**config.mk**
```make
export PLATFORM = sky130hd
export DESIGN_NAME = linefill_bus_ctrl
export DESIGN_NICKNAME = d
export VERILOG_FILES = /design/src/rtl/lf_pkg.sv /design/src/rtl/lf_beat_ctr.sv /design/src/rtl/lf_copyback_buf.sv /design/src/rtl/linefill_bus_ctrl.sv
export SDC_FILE = /design/constraint.sdc
export NUM_CORES = 1
export LEC_CHECK = 0
export BUFFER_PORTS_ARGS = -buffer_cell sky130_fd_sc_hd__buf_2
export CAP_MARGIN = 10
export CORE_UTILIZATION = 52
export DETAILED_ROUTE_END_ITERATION = 16
export GPL_ROUTABILITY_DRIVEN = 0
export PLACE_DENSITY = 0.8
export SLEW_MARGIN = 20
export SYNTH_ARGS = -nofsm -noshare
export SYNTH_HDL_FRONTEND = slang
export SYNTH_SLANG_ARGS = --single-unit
```
**constraint.sdc**
```tcl
create_clock -name clk -period 3.4 [get_ports clk]
set_input_delay 0.17 -clock clk [delete_from_list [all_inputs] [get_ports clk]]
set_output_delay 0.17 -clock clk [all_outputs]
set_load 0.005 [all_outputs]
```
**src/rtl/lf_pkg.sv**
```systemverilog
package lf_pkg;
  typedef enum logic [2:0] {
    ST_IDLE,
    ST_RADDR,
    ST_RDATA,
    ST_WADDR,
    ST_WDATA
  } lf_state_e;
endpackage

```
**src/rtl/lf_beat_ctr.sv**
```systemverilog
module lf_beat_ctr #(
  parameter int BEATS = 4,
  localparam int IW = $clog2(BEATS)
) (
  input  logic          clk,
  input  logic          rst_n,
  input  logic          clr,
  input  logic          inc,
  output logic [IW-1:0] cnt,
  output logic          last
);
  always_ff @(posedge clk) begin
    if (!rst_n || clr) cnt <= '0;
    else if (inc)      cnt <= cnt + 1'b1;
  end

  assign last = (cnt == IW'(BEATS - 1));
endmodule

```
**src/rtl/lf_copyback_buf.sv**
```systemverilog
module lf_copyback_buf #(
  parameter int DW    = 64,
  parameter int BEATS = 4,
  localparam int IW = $clog2(BEATS)
) (
  input  logic          clk,
  input  logic          we,
  input  logic [IW-1:0] widx,
  input  logic [DW-1:0] wdata,
  input  logic [IW-1:0] ridx,
  output logic [DW-1:0] rdata
);
  logic [DW-1:0] slot [BEATS];

  for (genvar g = 0; g < BEATS; g++) begin : g_slot
    always_ff @(posedge clk) begin
      if (we && widx == IW'(g)) slot[g] <= wdata;
    end
  end

  assign rdata = slot[ridx];
endmodule

```
**src/rtl/linefill_bus_ctrl.sv**
```systemverilog
module linefill_bus_ctrl
  import lf_pkg::*;
#(
  parameter int AW    = 32,
  parameter int DW    = 64,
  parameter int BEATS = 4,
  localparam int IW = $clog2(BEATS)
) (
  input  logic          clk,
  input  logic          rst_n,
  input  logic          req_valid,
  output logic          req_ready,
  input  logic [AW-1:0] req_addr,
  input  logic          req_cacheable,
  input  logic          req_locked,
  input  logic          victim_dirty,
  input  logic [AW-1:0] victim_addr,
  output logic [IW-1:0] victim_idx,
  input  logic [DW-1:0] victim_data,
  output logic          bus_ads,
  output logic          bus_write,
  output logic [AW-1:0] bus_addr,
  output logic          bus_cache_req,
  input  logic          bus_rdy,
  input  logic          bus_ken_n,
  input  logic          bus_wb_wt,
  input  logic [DW-1:0] bus_rdata,
  output logic [DW-1:0] bus_wdata,
  output logic          fill_valid,
  output logic [IW-1:0] fill_idx,
  output logic [DW-1:0] fill_data,
  output logic          fill_done,
  output logic          fill_noalloc,
  output logic          fill_wb
);
  localparam int BYTEW = $clog2(DW / 8);
  localparam int OFFW  = BYTEW + IW;

  function automatic logic [AW-1:0] line_base(input logic [AW-1:0] a);
    return {a[AW-1:OFFW], {OFFW{1'b0}}};
  endfunction

  function automatic logic [AW-1:0] beat_base(input logic [AW-1:0] a);
    return {a[AW-1:BYTEW], {BYTEW{1'b0}}};
  endfunction

  function automatic logic [IW-1:0] beat_of(input logic [AW-1:0] a);
    return a[OFFW-1:BYTEW];
  endfunction

  lf_state_e     state, state_nx;
  logic [AW-1:0] addr_q, vaddr_q;
  logic          creq_q, dirty_q, burst_q, wb_q;
  logic [IW-1:0] cnt;
  logic          cnt_last;
  logic [DW-1:0] cb_rdata;

  // named internal events
  logic in_rd, in_wr, first_beat, ken_ok, burst_now;
  logic ev_accept, ev_rd_beat, ev_rd_last, ev_wr_beat, ev_wr_last, cb_we;

  assign in_rd      = (state == ST_RDATA);
  assign in_wr      = (state == ST_WDATA);
  assign first_beat = (cnt == '0);
  assign ken_ok     = creq_q & ~bus_ken_n;
  assign burst_now  = first_beat ? ken_ok : burst_q;
  assign ev_accept  = req_valid & req_ready;
  assign ev_rd_beat = in_rd & bus_rdy;
  assign ev_rd_last = ev_rd_beat & (~burst_now | cnt_last);
  assign ev_wr_beat = in_wr & bus_rdy;
  assign ev_wr_last = ev_wr_beat & cnt_last;
  assign cb_we      = ev_rd_beat & burst_now & dirty_q;

  lf_beat_ctr #(.BEATS(BEATS)) u_ctr (
    .clk  (clk),
    .rst_n(rst_n),
    .clr  (ev_rd_last | ev_wr_last),
    .inc  (ev_rd_beat | ev_wr_beat),
    .cnt  (cnt),
    .last (cnt_last)
  );

  lf_copyback_buf #(.DW(DW), .BEATS(BEATS)) u_cbuf (
    .clk  (clk),
    .we   (cb_we),
    .widx (cnt),
    .wdata(victim_data),
    .ridx (cnt),
    .rdata(cb_rdata)
  );

  always_comb begin
    state_nx = state;
    unique case (state)
      ST_IDLE:  if (ev_accept) state_nx = ST_RADDR;
      ST_RADDR: state_nx = ST_RDATA;
      ST_RDATA: if (ev_rd_last) state_nx = (burst_now && dirty_q) ? ST_WADDR : ST_IDLE;
      ST_WADDR: state_nx = ST_WDATA;
      ST_WDATA: if (ev_wr_last) state_nx = ST_IDLE;
      default:  state_nx = ST_IDLE;
    endcase
  end

  always_ff @(posedge clk) begin
    if (!rst_n) begin
      state   <= ST_IDLE;
      addr_q  <= '0;
      vaddr_q <= '0;
      creq_q  <= 1'b0;
      dirty_q <= 1'b0;
      burst_q <= 1'b0;
      wb_q    <= 1'b0;
    end else begin
      state <= state_nx;
      if (ev_accept) begin
        addr_q  <= req_addr;
        vaddr_q <= victim_addr;
        creq_q  <= req_cacheable & ~req_locked;
        dirty_q <= victim_dirty;
      end
      if (ev_rd_beat && first_beat) begin
        burst_q <= ken_ok;
        wb_q    <= bus_wb_wt;
      end
    end
  end

  assign req_ready     = (state == ST_IDLE);
  assign bus_ads       = (state == ST_RADDR) || (state == ST_WADDR);
  assign bus_write     = (state == ST_WADDR) || in_wr;
  assign bus_cache_req = creq_q & ((state == ST_RADDR) || in_rd);
  assign bus_addr      = bus_write ? line_base(vaddr_q)
                       : (creq_q ? line_base(addr_q) : beat_base(addr_q));
  assign bus_wdata     = cb_rdata;
  assign victim_idx    = cnt;
  assign fill_valid    = ev_rd_beat;
  assign fill_idx      = creq_q ? cnt : beat_of(addr_q);
  assign fill_data     = bus_rdata;
  assign fill_done     = ev_rd_last;
  assign fill_noalloc  = ev_rd_last & ~burst_now;
  assign fill_wb       = first_beat ? bus_wb_wt : wb_q;

  logic unused_low_bits;
  assign unused_low_bits = ^{req_addr[BYTEW-1:0], victim_addr[OFFW-1:0]};
endmodule

```
==> impl_metrics.py, run 1 <==
metrics = {
    "status": {
        "status": "finished clean",
    },
    "timing": {
        "worstMarginPinSlew_ns": 0.958,
        "setup_viol": 0,
        "finalHoldViolations": 0,
        "whs_ns": 0.120,
        "slew_headroom_pct": 36.2,
        "rsz0062_at_grt": "no",
        "post-route-period-util_pct": 87.5,
        "skew_ns": 0.0174,
        "layout_min_cycle_time_ns": 2.97,
        "max_clock_freq_ghz": 0.336,
        "fin_setup_tns_ns": 0,
        "slew_violations": 0,
    },
    "critical_path": {
        "slowest_delay_ns": 0.60,
        "path_class": "reg -> out",
        "critPathTopFamily": "flip-flops",
        "setup.worst_path.end_class": "output port",
        "worstPathMaxFanout": 18,
        "worstPathRequired_ns": 3.23,
        "critPathSlowestCell": "dfxtp_1",
        "startpoint_type": "register",
        "path_buf_inv": 2,
        "r2r_slack_ns": 0.85,
        "worstPathArrival_ns": 2.80,
        "crit_chain": "nand3b_1 > a21boi_4 > buf_4 > mux2_2 > buf_2",
    },
    "power": {
        "vdd_drop_max_mv": 0.358,
        "switchingPower_mw": 1.77,
        "p_leak_nw": 5.89,
        "sw_frac_of_total_pct": 21.4,
        "cellPowerDensity_nw_per_um2": 511,
        "clockPowerShare_pct": 41.3,
        "internal-power_mw": 6.51,
        "pwr-share-seq_pct": 52.5,
        "power_mw": 8.28,
        "pwr-share-comb_pct": 6.2,
    },
    "grt": {
        "overflow": 0,
        "antenna_found_initial": 0,
        "grtUsageTotal_pct": 23.1,
        "grt_max_degree": 65,
        "grt_pass1_wl_um": 44500,
        "grt_pass1_vias": 7983,
    },
    "floorplan": {
        "dieArea_sq_um": 25300,
        "die-width_um": 159,
        "num_rows": 57,
        "coreArea_sq_um": 24200,
        "io_pins": 373,
        "die_h_um": 159,
        "start_util_pct": 52.8,
    },
    "synth": {
        "ys_async_sr_fraction_pct": 0,
        "synth_top_cell_area_share_pct": 60.0,
        "synth_cell_types": 41,
        "avgSynthCellArea_sq_um": 16.9,
        "synth_common_cells": "256 x edfxtp_1, 116 x nand2_1, 69 x buf_4",
        "synth_ff_type": "edfxtp_1",
        "ys_ff_latch": 323,
        "synth_enable_flop_cells": 256,
        "synth_area_sq_um": 12800,
        "yosysTopAreaCell": "edfxtp_1",
        "ys_seq_area_share_pct": 70.5,
        "synthCells": 757,
        "yosys_warnings": 0,
        "synth.most_common_cell": "edfxtp_1",
        "ys_top_cells_by_area": "edfxtp_1 60%, mux4_2 11%, dfxtp_1 10%, buf_4 4.0%, nand2_1 3.4%",
    },
    "routing": {
        "first_pass_iters": 5,
        "vias": 7597,
        "drtIter0Drc": 464,
        "routed_wl_um": 29100,
        "drc": 0,
        "routedWlPerCell_um": 20.7,
        "via_per_inst": 5.39,
        "ant_nets": 0,
    },
    "clock_network": {
        "cts_setup_buffers": 0,
        "cts_hold_buf": 126,
        "clkSinkCount": 323,
        "clk_latency_ns": 0.57,
        "clkTransAtPathRegs_ns": 0.06,
        "cts_made_buffers": 31,
        "htreeDepth": 1,
        "cts_tree": "done",
        "cts_resized": 0,
        "cts-root-buf": "clkbuf_16",
        "clockBufferDepth": 3,
    },
    "layout": {
        "n_antenna_cell": 0,
        "areaGrowthSynthToFinish_pct": 26.4,
        "drive_above_1_share_pct": 37.2,
        "layout.nets": 1265,
        "register_area_sq_um": 9040,
        "nFillCells": 1615,
        "layout.cells.non_filler": 1409,
        "multi_input_comb_area_sq_um": 3090,
    },
    "placement": {
        "dp_hpwl_um": 17300,
        "dp_cells": 1225,
        "port_buffers": 233,
    },
    "worst_hold_path": {
        "min_path_type": "in -> reg",
    },
    "run": {
        "cap_violations": 0,
    },
}
[flip-flops by register name, indices dropped and copies added, names as in the netlist, named ones only]
| name | count |
|---|---|
| burst_q | 1 |
| wb_q | 1 |
| addr_q | 29 |
| u_ctr.cnt | 2 |
| vaddr_q | 27 |
| u_cbuf.slot | 256 |
| dirty_q | 1 |
| state | 3 |
| creq_q | 1 |
[power groups by stage]
| stage | sequential, mW | combinational, mW | clock (mW) |
|---|---|---|---|
| after floorplan | 4.41 | 0.278 | 0 |
| after CTS | 4.34 | 0.506 | 3.47 |
| final | 4.34 | 0.512 | 3.42 |
| after global routing | 4.35 | 0.555 | 3.63 |
| after detailed placement | 4.43 | 0.388 | 0 |
| after global placement | 4.43 | 0.377 | 0 |
[worst reg2reg max path: cells and delay by family, from the launching register on]
kind,cells,cell delay [ns]
AOI/OAI and AO/OA,1,0.24
DFF,1,0.44
adders and majority gates,1,0.30
and+or+nand+nor,2,0.80
buffers and inverters,2,0.46
[layer usage]
layer  global-route usage (%)  vias up  wire [um]
met5                        0        -          0
met4                     10.3        0       1200
met3                     4.57       71       1980
met2                     41.0      326      15100
met1                     27.1     3801      10900
li1                         -     3399          -
[metrics by stage]
step | instance area, sq um | worst slack, ns | utilization (%)
floorplan | 12800 | 0.221 | -
global placement | 13900 | 0.919 | 57.3
detailed placement | 13900 | 0.838 | 57.3
CTS | 16200 | 0.403 | 66.7
global route | 16200 | 0.294 | 66.7
finish | 16200 | 0.425 | 66.7
[final cells by class]
cell class / count / share of cell area [%]
flip-flops and latches: 323 / 55.8
clock inverters: 25 / 1.52
well taps: 324 / 2.50
clock buffers: 33 / 4.84
multi-input cells: 322 / 19.1
repair buffers: 376 / 16.1
inverters: 6 / 0.139
[cells by family after synthesis]
group                    Yosys count  synth area share [%]
AO/OA/AOI/OAI                     76                  4.32
XOR/XNOR                           2                 0.137
adder cells (fa/ha/maj)            4                 0.391
buffers and inverters            114                  5.74
flip-flops                       323                  70.5
multiplexers                      94                  13.9
other                              1                0.0293
AND/OR/NAND/NOR                  143                  4.96
[final timing paths]
| check | to | depth (start not counted) | startpoint |
|---|---|---|---|
| worst min-delay path | addr_q[23]$_SDFFE_PN0P_ | 2 | rst_n |
| worst max register to register | u_cbuf.slot[2][10]$_DFFE_PP_ | 6 | u_ctr.cnt[0]$_SDFFE_PP0N_ |
| worst max-delay path | bus_addr[31] | 5 | state[2]$_SDFFE_PN0P_ |
| worst min register to register | addr_q[5]$_SDFFE_PN0P_ | 2 | addr_q[5]$_SDFFE_PN0P_ |
[placed cells by master (no fill, tap or decap), drive strengths merged, types with 2 or more instances in the layout]
master	n
nand2b	2
clkinv	14
dfxtp	67
nor2b	2
conb	3
mux2	30
edfxtp	256
nand2	116
bufinv	3
o21ai	5
nor3	2
and3b	3
a21boi	63
inv	9
a21oi	3
xnor2	2
and3	4
dlygate4sd3	126
buf	250
nand3b	2
clkinvlp	5
clkbuf	33
ha	4
nand3	2
mux4	64
or4b	2
(Power assumes the default switching activity.)
==> run 2, diff against run 1 <==
CORE_MARGIN = 8   (was not set)
==> impl_metrics.py, run 2 (same netlist as run 1, synthesis figures left out) <==
metrics = {
    "status": {
        "status": "finished clean",
    },
    "clock_network": {
        "htreeDepth": 1,
        "cts_resized": 0,
        "cts_made_buffers": 31,
        "cts_setup_buffers": 0,
        "clk_latency_ns": 0.54,
        "clockBufferDepth": 3,
        "cts-root-buf": "clkbuf_16",
        "cts_tree": "done",
        "clkTransAtPathRegs_ns": 0.06,
        "cts_hold_buf": 126,
        "clkSinkCount": 323,
    },
    "power": {
        "clockPowerShare_pct": 41.5,
        "pwr-share-comb_pct": 6.3,
        "sw_frac_of_total_pct": 20.4,
        "cellPowerDensity_nw_per_um2": 513,
        "power_mw": 8.32,
        "p_leak_nw": 5.92,
        "vdd_drop_max_mv": 0.394,
        "internal-power_mw": 6.62,
        "switchingPower_mw": 1.70,
        "pwr-share-seq_pct": 52.2,
    },
    "critical_path": {
        "worstPathMaxFanout": 14,
        "setup.worst_path.end_class": "output port",
        "slowest_delay_ns": 0.60,
        "critPathTopFamily": "flip-flops",
        "path_buf_inv": 2,
        "worstPathRequired_ns": 3.23,
        "path_class": "reg -> out",
        "startpoint_type": "register",
        "critPathSlowestCell": "dfxtp_1",
        "crit_chain": "nand3b_1 > a21boi_4 > buf_4 > mux2_2 > buf_2",
        "worstPathArrival_ns": 2.61,
    },
    "grt": {
        "grtUsageTotal_pct": 20.1,
        "antenna_found_initial": 2,
        "use_met3_pct": 5.51,
        "overflow": 0,
        "grt_pass1_vias": 8379,
        "grt_max_degree": 65,
        "grt_use_met1_pct": 22.6,
        "grt.busiest_layer": "met2",
        "grt_pass1_wl_um": 47300,
        "grt_use_met2_pct": 36.1,
    },
    "timing": {
        "slew_violations": 0,
        "slew_headroom_pct": 55.5,
        "layout_min_cycle_time_ns": 2.78,
        "max_clock_freq_ghz": 0.359,
        "rsz0062_at_grt": "no",
        "setup_slack_ns": 0.618,
        "worstMarginPinSlew_ns": 0.667,
        "skew_ns": 0.0162,
        "finalHoldViolations": 0,
        "fin_setup_tns_ns": 0,
        "setup_viol": 0,
        "post-route-period-util_pct": 81.8,
    },
    "floorplan": {
        "coreArea_sq_um": 24200,
        "dieArea_sq_um": 29900,
        "die_h_um": 173,
        "start_util_pct": 52.8,
        "num_rows": 57,
        "die-width_um": 173,
        "io_pins": 373,
    },
    "placement": {
        "dp_hpwl_um": 18400,
        "post-place-ws_ns": 0.820,
        "port_buffers": 233,
        "placed_area_sq_um": 13900,
    },
    "routing": {
        "routed_wl_um": 31200,
        "drc": 0,
        "ant_nets": 0,
        "vias": 7645,
        "first_pass_iters": 5,
        "via_per_inst": 5.43,
        "drtIter0Drc": 606,
        "routedWlPerCell_um": 22.1,
    },
    "layout": {
        "final_cell_area_sq_um": 16200,
        "drive_above_1_share_pct": 37.1,
        "final_util_pct": 66.9,
        "reg_top3": "u_cbuf.slot x256, addr_q x29, vaddr_q x27",
        "largest_register": "u_cbuf.slot",
        "largest_reg_flops": 256,
        "areaGrowthSynthToFinish_pct": 26.7,
        "final_cell_mix": "256 x edfxtp_1, 233 x buf_2, 126 x dlygate4sd3_1, 116 x nand2_1, 65 x dfxtp_1",
        "layout.nets": 1264,
        "final_common_cell": "edfxtp_1",
    },
    "run": {
        "cap_violations": 0,
    },
    "worst_hold_path": {
        "min_path_type": "in -> reg",
    },
}
run 2: metal layers:
metal / wire length [um] / share of wire (%) / up-vias
met5: 0 / 0 / -
met4: 1090 / 3.5 / 0
met3: 2240 / 7.2 / 87
met2: 16300 / 52 / 338
met1: 11500 / 37 / 3823
li1: - / - / 3397
run 2: area by class of cell:
class	count	area, sq um
Antenna cell	2	5.00
Clock buffer	36	825
Clock inverter	21	216
Fill cell	1558	8030
Inverter	6	22.5
Multi-Input combinational cell	322	3070
Sequential cell	323	9030
Tap cell	324	405
Timing Repair Buffer	375	2640
run 2: worst paths after layout:
kind                        startpoint                            to  slack, ns  cells after the start
max reg2reg  u_ctr.cnt[0]$_SDFFE_PP0N_  u_cbuf.slot[1][45]$_DFFE_PP_       0.83                      6
min                              rst_n       addr_q[23]$_SDFFE_PN0P_       0.13                      2
max              state[2]$_SDFFE_PN0P_                  bus_addr[27]       0.62                      5
min reg2reg    addr_q[11]$_SDFFE_PN0P_       addr_q[11]$_SDFFE_PN0P_       0.45                      2
run 2: through the flow:
| stage | hold WS [ns] | instances |
|---|---|---|
| floorplan | 0.267 | 759 |
| CTS | 0.125 | 1407 |
| global placement | 0.340 | 1224 |
| finish | 0.134 | 1409 |
| global route | 0.147 | 1409 |
| detailed placement | 0.340 | 1224 |
run 2: power groups by stage:
| stage | sequential (mW) | combinational, mW | clock (mW) |
|---|---|---|---|
| detailed placement | 4.43 | 0.392 | 0 |
| global route | 4.35 | 0.564 | 3.66 |
| CTS | 4.34 | 0.511 | 3.50 |
| global placement | 4.42 | 0.381 | 0 |
| finish | 4.34 | 0.521 | 3.46 |
| floorplan | 4.41 | 0.278 | 0 |
